`src/rtl/xbc_pkg.sv`:
```
package xbc_pkg;
   typedef enum logic [2:0] {
      PH_IDLE,
      PH_ADDR,
      PH_GAP,
      PH_STRB,
      PH_HOLD
   } xbc_phase_e;
endpackage

```
`src/rtl/xbc_seq.sv`:
```
module xbc_seq
   import xbc_pkg::*;
#(
   parameter int WAIT_W = 4
) (
   input  logic              clk,
   input  logic              rst_n,
   input  logic              req_valid,
   input  logic [WAIT_W-1:0] cfg_wait,
   input  logic              cfg_dly,
   input  logic              cfg_late,
   input  logic              cfg_hold,
   output xbc_phase_e        phase,
   output logic              accept,
   output logic              final_cyc,
   output logic              cont,
   output logic              late_q
);
   logic [WAIT_W-1:0] wait_q;
   logic [WAIT_W-1:0] cnt;
   logic              dly_q;
   logic              hold_q;

   assign final_cyc = (phase == PH_STRB) && (cnt == '0);
   assign accept    = req_valid &&
                      ((phase == PH_IDLE) || (phase == PH_HOLD) || final_cyc);

   always_ff @(posedge clk or negedge rst_n) begin
      if (!rst_n) begin
         phase  <= PH_IDLE;
         cnt    <= '0;
         wait_q <= '0;
         dly_q  <= 1'b0;
         hold_q <= 1'b0;
         late_q <= 1'b0;
         cont   <= 1'b0;
      end else if (accept) begin
         phase  <= PH_ADDR;
         wait_q <= cfg_wait;
         dly_q  <= cfg_dly;
         hold_q <= cfg_hold;
         late_q <= cfg_late;
         cont   <= (phase != PH_IDLE);
      end else begin
         case (phase)
            PH_ADDR: begin
               phase <= dly_q ? PH_GAP : PH_STRB;
               cnt   <= wait_q;
            end
            PH_GAP:  phase <= PH_STRB;
            PH_STRB: begin
               if (cnt != '0) cnt <= cnt - 1'b1;
               else           phase <= hold_q ? PH_HOLD : PH_IDLE;
            end
            PH_HOLD: phase <= PH_IDLE;
            default: phase <= PH_IDLE;
         endcase
      end
   end

   AST_WAIT_KEEPS_STROBE: assert property (@(posedge clk) disable iff (!rst_n)
      (phase == PH_STRB && cnt != '0) |=> (phase == PH_STRB));
   AST_ADDR_ONE_CYCLE: assert property (@(posedge clk) disable iff (!rst_n)
      (phase == PH_ADDR) |=> (phase == PH_GAP || phase == PH_STRB));
   AST_HOLD_ONE_CYCLE: assert property (@(posedge clk) disable iff (!rst_n)
      (phase == PH_HOLD && !req_valid) |=> (phase == PH_IDLE));
endmodule

```
`src/rtl/xbc_strobe.sv`:
```
module xbc_strobe
   import xbc_pkg::*;
#(
   parameter int LANES = 2
) (
   input  logic             clk,
   input  logic             rst_n,
   input  xbc_phase_e       phase,
   input  logic             is_write,
   input  logic [LANES-1:0] lanes,
   input  logic             cont,
   input  logic             late,
   output logic             as_n,
   output logic             cs_n,
   output logic             rd_n,
   output logic [LANES-1:0] wr_n
);
   logic strb_on;
   logic cs_on;

   assign strb_on = (phase == PH_STRB);

   always_comb begin
      case (phase)
         PH_ADDR:                   cs_on = !late || cont;
         PH_GAP, PH_STRB, PH_HOLD:  cs_on = 1'b1;
         default:                   cs_on = 1'b0;
      endcase
   end

   assign as_n = (phase != PH_ADDR);
   assign cs_n = !cs_on;
   assign rd_n = !(strb_on && !is_write);

   for (genvar i = 0; i < LANES; i++) begin : g_lane
      assign wr_n[i] = !(strb_on && is_write && lanes[i]);
   end

   AST_AS_SINGLE: assert property (@(posedge clk) disable iff (!rst_n)
      !as_n |=> as_n);
   AST_CS_COVERS_STROBE: assert property (@(posedge clk) disable iff (!rst_n)
      (!rd_n || wr_n != '1) |-> !cs_n);
   AST_RD_WR_EXCL: assert property (@(posedge clk) disable iff (!rst_n)
      !(!rd_n && wr_n != '1));
endmodule

```
`src/rtl/xbc_data.sv`:
```
module xbc_data
   import xbc_pkg::*;
#(
   parameter int ADDR_W = 24,
   parameter int DATA_W = 32,
   parameter int LANES  = 2
) (
   input  logic              clk,
   input  logic              rst_n,
   input  logic              accept,
   input  logic              req_write,
   input  logic [LANES-1:0]  req_lanes,
   input  logic [ADDR_W-1:0] req_addr,
   input  logic [DATA_W-1:0] req_wdata,
   input  xbc_phase_e        phase,
   input  logic              final_cyc,
   input  logic [DATA_W-1:0] bus_din,
   output logic              write_q,
   output logic [LANES-1:0]  lanes_q,
   output logic [ADDR_W-1:0] addr_q,
   output logic [DATA_W-1:0] dout_q,
   output logic              doe,
   output logic [DATA_W-1:0] rdata_q
);
   logic [DATA_W-1:0] wdata_q;
   logic              doe_tail;

   always_ff @(posedge clk or negedge rst_n) begin
      if (!rst_n) begin
         write_q  <= 1'b0;
         lanes_q  <= '0;
         addr_q   <= '0;
         wdata_q  <= '0;
         dout_q   <= '0;
         rdata_q  <= '0;
         doe_tail <= 1'b0;
      end else begin
         if (accept) begin
            write_q <= req_write;
            lanes_q <= req_lanes;
            addr_q  <= req_addr;
            wdata_q <= req_wdata;
         end
         if (phase == PH_ADDR && write_q) dout_q <= wdata_q;
         if (final_cyc && !write_q)       rdata_q <= bus_din;
         doe_tail <= final_cyc && write_q;
      end
   end

   assign doe = ((phase == PH_STRB) && write_q) || doe_tail;

   AST_ADDR_HOLD: assert property (@(posedge clk) disable iff (!rst_n)
      (phase == PH_GAP || phase == PH_STRB) |-> $stable(addr_q));
   AST_DOE_TAIL_DROP: assert property (@(posedge clk) disable iff (!rst_n)
      (doe_tail && !(phase == PH_STRB && write_q)) |=> (!doe || phase == PH_STRB));
endmodule

```
`src/rtl/ext_bus_cycle_ctrl.sv`:
```
module ext_bus_cycle_ctrl
   import xbc_pkg::*;
#(
   parameter int ADDR_W = 24,
   parameter int DATA_W = 32,
   parameter int LANES  = 2,
   parameter int WAIT_W = 4,
   localparam int CFG_W = WAIT_W + 3
) (
   input  logic              clk,
   input  logic              rst_n,
   input  logic              req_valid,
   output logic              req_ready,
   input  logic              req_write,
   input  logic [LANES-1:0]  req_lanes,
   input  logic [ADDR_W-1:0] req_addr,
   input  logic [DATA_W-1:0] req_wdata,
   input  logic [CFG_W-1:0]  cfg_word,
   output logic              rsp_done,
   output logic [DATA_W-1:0] rsp_rdata,
   output logic              bus_as_n,
   output logic              bus_cs_n,
   output logic              bus_rd_n,
   output logic [LANES-1:0]  bus_wr_n,
   output logic [ADDR_W-1:0] bus_addr,
   output logic [DATA_W-1:0] bus_dout,
   output logic              bus_doe,
   input  logic [DATA_W-1:0] bus_din
);
   if (DATA_W % LANES != 0) begin : g_bad_lanes
      $error("DATA_W must split evenly over LANES");
   end
   if (WAIT_W < 1 || WAIT_W > 8) begin : g_bad_wait
      $error("WAIT_W must lie in 1..8");
   end

   xbc_phase_e       phase;
   logic             accept;
   logic             final_cyc;
   logic             cont;
   logic             late_q;
   logic             write_q;
   logic [LANES-1:0] lanes_q;

   xbc_seq #(.WAIT_W(WAIT_W)) u_seq (
      .clk       (clk),
      .rst_n     (rst_n),
      .req_valid (req_valid),
      .cfg_wait  (cfg_word[WAIT_W-1:0]),
      .cfg_dly   (cfg_word[WAIT_W]),
      .cfg_late  (cfg_word[WAIT_W+1]),
      .cfg_hold  (cfg_word[WAIT_W+2]),
      .phase     (phase),
      .accept    (accept),
      .final_cyc (final_cyc),
      .cont      (cont),
      .late_q    (late_q)
   );

   xbc_data #(.ADDR_W(ADDR_W), .DATA_W(DATA_W), .LANES(LANES)) u_data (
      .clk       (clk),
      .rst_n     (rst_n),
      .accept    (accept),
      .req_write (req_write),
      .req_lanes (req_lanes),
      .req_addr  (req_addr),
      .req_wdata (req_wdata),
      .phase     (phase),
      .final_cyc (final_cyc),
      .bus_din   (bus_din),
      .write_q   (write_q),
      .lanes_q   (lanes_q),
      .addr_q    (bus_addr),
      .dout_q    (bus_dout),
      .doe       (bus_doe),
      .rdata_q   (rsp_rdata)
   );

   xbc_strobe #(.LANES(LANES)) u_strobe (
      .clk      (clk),
      .rst_n    (rst_n),
      .phase    (phase),
      .is_write (write_q),
      .lanes    (lanes_q),
      .cont     (cont),
      .late     (late_q),
      .as_n     (bus_as_n),
      .cs_n     (bus_cs_n),
      .rd_n     (bus_rd_n),
      .wr_n     (bus_wr_n)
   );

   assign rsp_done  = final_cyc;
   assign req_ready = (phase == PH_IDLE) || (phase == PH_HOLD) || final_cyc;

   AST_DONE_ONE_CYCLE: assert property (@(posedge clk) disable iff (!rst_n)
      (rsp_done && !req_valid) |=> !rsp_done);
   AST_ACCEPT_STARTS: assert property (@(posedge clk) disable iff (!rst_n)
      (req_valid && req_ready) |=> !bus_as_n);
   AST_WR_NEEDS_DOE: assert property (@(posedge clk) disable iff (!rst_n)
      (bus_wr_n != '1) |-> bus_doe);
endmodule

```
`config.mk`:
```
export PLATFORM = sky130hd
export DESIGN_NAME = ext_bus_cycle_ctrl
export DESIGN_NICKNAME = d
export VERILOG_FILES = /design/src/rtl/xbc_pkg.sv /design/src/rtl/xbc_seq.sv /design/src/rtl/xbc_strobe.sv /design/src/rtl/xbc_data.sv /design/src/rtl/ext_bus_cycle_ctrl.sv
export SDC_FILE = /design/constraint.sdc
export NUM_CORES = 1
export LEC_CHECK = 0
export ABC_AREA = 1
export CAP_MARGIN = 20
export CORE_ASPECT_RATIO = 0.8
export CORE_MARGIN = 10
export CORE_UTILIZATION = 40
export CTS_CLUSTER_DIAMETER = 30
export DETAILED_ROUTE_END_ITERATION = 10
export PLACE_DENSITY = 0.72
export SYNTH_ARGS = -nofsm -noshare
export SYNTH_HDL_FRONTEND = slang
export SYNTH_SLANG_ARGS = --single-unit
export TNS_END_PERCENT = 20
```
`constraint.sdc`:
```
create_clock -name clk -period 1.45 [get_ports clk]
set_input_delay 0.145 -clock clk [delete_from_list [all_inputs] [get_ports clk]]
set_output_delay 0.145 -clock clk [all_outputs]
set_load 0.01 [all_outputs]
```
* Word level (Yosys, flattened, before mapping)
Cells that the tools add are included.
Widths: inputs -> output; s select.
** Storage, ports and cells
- Register bits after elaboration :: 139
- Input bits :: 101
- Logic and storage cells :: 57
** Operators by class
- $add $sub $neg :: 1
- Equality and inequality tests :: 7
- Mux-type cells :: 8
- Bitwise operators :: 1
- Reductions and logical operators :: 26
** Operator list (count)
- $logic_and 1x1->1 :: 9
- $mux 3 :: 3
- $pmux 3 s3 :: 1
- $pmux 4 s2 :: 1
- $eq 3x2->1 const B :: 2
- $logic_not 1->1 :: 6
- $logic_not 4->1 :: 1
- $logic_or 1x1->1 :: 4
- $mux 4 :: 1
- $reduce_bool 4->1 :: 1
- $sub 4x1->4 const B :: 1
- $eq 3x1->1 const B :: 1
- $eq 3x3->1 const B :: 1
- $logic_not 3->1 :: 1
- $ne 3x1->1 const B :: 1
- $ne 3x3->1 const B :: 1
- $reduce_and 3->1 :: 1
- $reduce_bool 3->1 :: 1
- $reduce_or 3->1 :: 1
- $ne 2x2->1 const B :: 1
- $pmux 1 s2 :: 1
- $reduce_bool 2->1 :: 1
- $mux 1 :: 1
- $not 1->1 :: 1

* Logic depth before layout (Yosys ltp)
- Depth after elaboration :: 6
- Mapped depth :: 11
- Gate-level depth less buffers :: 9

* Cells and area by module
Synthesis repeated with hierarchy kept, for this count alone.
** Second synthesis, totals
- Cell total of the unflattened synthesis :: 646
- Area total of the unflattened synthesis :: 5768.0 sq um
** Modules (own cells, without submodules)
- xbc_data :: times used 1, cells each 535, area an instance 4918.5 sq um, sequential area each 3103.0 sq um
- xbc_seq :: times used 1, cells each 95, area an instance 778.2 sq um, sequential area each 375.4 sq um
- xbc_strobe :: times used 1, cells each 14, area an instance 58.8 sq um, sequential area each 0.0 sq um
- ext_bus_cycle_ctrl :: times used 1, cells each 2, area an instance 12.5 sq um, sequential area each 0.0 sq um

* Least setup slack after synthesis
No wires, ideal clock.
- Path type :: reg-to-reg
- Start :: register u_seq.cnt[0]
- End :: register u_data.addr_q[0]
- Library setup time :: 117 ps
- Arrival :: 1348 ps
- Required time :: 1333 ps
- Path slack :: -15 ps
- Cell stages (with the launch flop) :: 12
- Period minus slack after synthesis :: 1465 ps
- Path through :: dfrtp_1 > inv_1 > ha_1 > nand2_1 > nor2_1 > nand2_1 > nand2_2 > nand2_2 > buf_6 > buf_6 > nand2_1 > nand2_1
** On the way
- Word-level cells in the longest chain between the ends :: 4
** Ends and longest elaborated chain
- start, declared :: RTL line xbc_seq.sv:20 : logic [WAIT_W-1:0] cnt;
- start signal, assigned :: RTL line xbc_seq.sv:48 : cnt <= wait_q;
- start signal, assigned :: RTL line xbc_seq.sv:52 : if (cnt != '0) cnt <= cnt - 1'b1;
- $logic_not 4->1 :: RTL line xbc_seq.sv:24 : assign final_cyc = (phase == PH_STRB) && (cnt == '0);
- $logic_and 1x1->1 :: RTL line xbc_seq.sv:24
- $logic_or 1x1->1 :: RTL line xbc_seq.sv:26 : ((phase == PH_IDLE) || (phase == PH_HOLD) || final_cyc);
- $logic_and 1x1->1 :: RTL line xbc_seq.sv:25 : assign accept = req_valid &&
- end signal, assigned :: RTL line xbc_data.sv:41 : addr_q <= req_addr;
- end, declared :: RTL line xbc_data.sv:20 : output logic [ADDR_W-1:0] addr_q,
No other way between the ends.
A chain may end at the register's enable or synchronous reset.

* Worst setup path after layout
- Start :: register u_seq.cnt[0]
- End :: output port req_ready
** On the way
- Word-level cells in the longest chain between the ends :: 3
** Ends and longest elaborated chain
- $logic_not 4->1 :: RTL line xbc_seq.sv:24
- $logic_and 1x1->1 :: RTL line xbc_seq.sv:24
- $logic_or 1x1->1 :: RTL line ext_bus_cycle_ctrl.sv:94 : assign req_ready = (phase == PH_IDLE) || (phase == PH_HOLD) || final_cyc;
- end, declared :: RTL line ext_bus_cycle_ctrl.sv:13 : output logic req_ready,
No other way between the ends.

==> impl_metrics.py <==
metrics = {
    "sta": {
        "slew_viol_final": 0,
        "post-route-period-util_pct": 113,
        "tightest_slew_ns": 0.429,
        "fin_skew_ns": 0.00663,
        "timing.fmax_ghz": 0.611,
        "finalSetupViolations": 109,
        "setup_ws_ns": -0.186,
        "finalHoldViolations": 0,
        "final.min_clock_period_ns": 1.64,
        "grt_setup_unrepaired": "yes",
        "relSlewSlack_pct": 71.4,
    },
    "floorplanning": {
        "dieWidth_um": 153,
        "rows": 38,
        "start_util_pct": 41.3,
        "die_h_um": 126,
        "dieArea_um2": 19300,
        "design.core.area_um2": 13700,
        "ios": 197,
    },
    "synth": {
        "synth_area_um2": 5660,
        "synth_area_leaders": "dfrtp_1 (61%), nand2_1 (19%), nand3_1 (9.0%), o21ai_0 (3.3%), clkbuf_1 (1.6%)",
        "synth_cell_types": 22,
        "synth_fa_ha_area_share_pct": 0.442,
        "synth_cells": 644,
        "synth_xor_area_share_pct": 0.155,
        "avgSynthCellArea_um2": 8.79,
        "synth_top_area_share_pct": 61.5,
        "synth_top_family_by_area": "simple AND/OR/NAND/NOR gates",
        "ys_warn_count": 0,
        "ys_ff_latch": 139,
        "synth_mux_area_share_pct": 0,
        "synth_compound_area_share_pct": 3.45,
        "yosysTopAreaCell": "dfrtp_1",
        "syn_nets": 747,
        "yosys.area_share.simple_pct": 30.2,
        "seq_area_frac_synth_pct": 61.5,
    },
    "drt": {
        "drtIter0Drc": 350,
        "first_pass_iters": 5,
        "routedWlPerCell_um": 16.9,
        "vias": 5278,
        "drt-total-wl_um": 17900,
        "ant_nets": 0,
        "vias_per_cell": 4.97,
        "drcViolationCount": 0,
    },
    "layout": {
        "fillers": 1122,
        "final_common_cell": "nand2_1",
        "final_cells": 1061,
        "nNetsFinal": 976,
        "area_delta_synth_final_pct": 55.1,
        "post-route-util_pct": 64.1,
        "final_cell_mix": "nand2_1 (279), dfrtp_1 (136), nand3_1 (101)",
        "drive_gt1_share_pct": 13.9,
    },
    "run": {
        "maxCapViolations": 0,
    },
    "status": {
        "violations": "setup timing",
        "status": "finished with violations",
    },
    "setup_path": {
        "worst_setup_path_end_kind": "output pin",
        "cp_max_fo": 4,
        "slowest_delay_ns": 0.38,
        "cp.arrival_ns": 1.49,
        "path_cells": "inv_2 -> ha_4 -> nand2_4 -> nor2_4 -> nand2_2 -> nand2_4 -> buf_6",
        "crit_type": "reg -> out",
        "cp-startpoint": "u_seq.cnt[0]$_DFFE_PN0P_",
        "cp_common_cell": "nand2_4",
        "slowest_stage": "dfrtp_1",
        "required_ns": 1.31,
        "cp-start-kind": "register",
        "r2r-start": "u_seq.cnt[0]$_DFFE_PN0P_",
    },
    "power": {
        "ir_worst_vdd_uv": 1010,
        "powerDensity_nw_per_um2": 2150,
        "leakagePower_nw": 4.56,
    },
    "global_route": {
        "grt_max_degree": 44,
        "grt_util_all_layers_pct": 18.3,
        "grt_pass1_vias": 5514,
        "gr-total-overflow": 0,
        "grt_pass1_wl_um": 29000,
        "antenna_found_initial": 1,
    },
    "placement": {
        "io_buffers": 196,
        "dp_slack_ns": -0.235,
        "place.gp.congestion": 0.884,
        "hpwl_um": 12500,
        "place_inst": 1020,
    },
    "clock_tree": {
        "clockBufferDepth": 2,
        "cts_made_buffers": 17,
        "clockRootBuffer": "clkbuf_16",
        "clock_sinks": 139,
        "htree_levels": 4,
        "clkTransAtPathRegs_ns": 0.05,
        "cts_tree": "yes",
        "insertion_delay_ns": 0.41,
    },
    "min_path": {
        "hold_class": "in -> async",
    },
}
## critical path, delay by kind of cell (launching register included)
| kind | cells | cell delay [ns] |
|---|---|---|
| DFF | 1 | 0.38 |
| and+or+nand+nor | 4 | 0.33 |
| buffers and inverters | 2 | 0.21 |
| adders and majority gates | 1 | 0.16 |
## cells by family after synthesis
kind of cell	count (synthesis)
AND/OR/NAND/NOR	412
flip-flops	139
buffers and inverters	51
AO/OA/AOI/OAI	39
adder cells (fa/ha/maj)	2
XOR/XNOR	1
## report_power, final
group	leakage (nW)	internal (mW)	switching, mW
Clock	0.249	2.30	1.46
Sequential	1.73	5.68	1.02
Combinational	2.58	3.76	4.66
Total	4.56	11.7	7.13
## flip-flops by register name, indices dropped and copies added, names as in the netlist
name             cells
u_seq.dly_q          1
u_seq.phase          3
u_seq.hold_q         1
u_seq.wait_q         4
u_data.write_q       1
u_data.lanes_q       2
u_data.rdata_q      32
u_data.wdata_q      32
u_seq.cnt            4
u_data.doe_tail      1
u_data.addr_q       24
u_data.dout_q       32
u_seq.late_q         1
u_seq.cont           1
## layout make-up
cell class	count	area, µm²	area share (%)
flip-flops and latches	139	3480	39.7
repair buffers	252	2450	27.9
multi-input cells	454	2070	23.6
clock buffers	23	488	5.56
well taps	180	225	2.57
inverters	9	33.8	0.385
clock inverters	3	17.5	0.200
diodes	1	2.50	0.0285
## Yosys cell counts (all sizes together)
library cell	number
buf	18
clkbuf	24
clkinv	1
dfrtp	139
ha	2
inv	8
nand2	291
nand3	103
nand3b	2
nor2	13
nor3b	1
o21ai	39
or2	2
xnor2	1
## worst paths after layout
| check | to | slack [ns] | depth (start not counted) |
|---|---|---|---|
| max | req_ready | -0.19 | 7 |
| max reg2reg | u_data.addr_q[21]$_DFFE_PN0P_ | -0.16 | 11 |
| max in group asynchronous | u_data.addr_q[6]$_DFFE_PN0P_ | 0.73 | 3 |
| min reg2reg | u_data.addr_q[12]$_DFFE_PN0P_ | 0.47 | 2 |
| min in group clk | u_data.wdata_q[2]$_DFFE_PN0P_ | 0.17 | 4 |
| min | u_data.rdata_q[24]$_DFFE_PN0P_ | 0.17 | 2 |
## per-layer routing
metal | vias up | GRT usage [%] | routed length [µm]
met5 | - | 0 | 0
met4 | 0 | 4.70 | 152
met3 | 11 | 7.63 | 1660
met2 | 236 | 28.9 | 8240
met1 | 2508 | 22.8 | 7860
li1 | 2523 | - | -
## stage by stage
stage	area, µm²	TNS, ns	hold slack [ns]	power, mW
3_5_place_dp	8030	-16.82	0.0396	15.1
5_1_grt	8770	-24.52	0.196	20.3
4_1_cts	8630	-13.88	0.108	18.6
2_1_floorplan	5660	0	-0.151	10.5
6_report	8770	-12.19	0.167	18.9
3_3_place_gp	8030	-10.49	0.0345	14.7
## timing repair
action	4_1_cts	5_1_grt
setup endpoints to repair	232	144
setup buffers	10	2
gates resized for setup	166	31
pin swaps	8	11
endpoints found under the hold margin	139	0
hold buffers	1	0
cloned	0	2
Power figures use the tool's default switching activity.
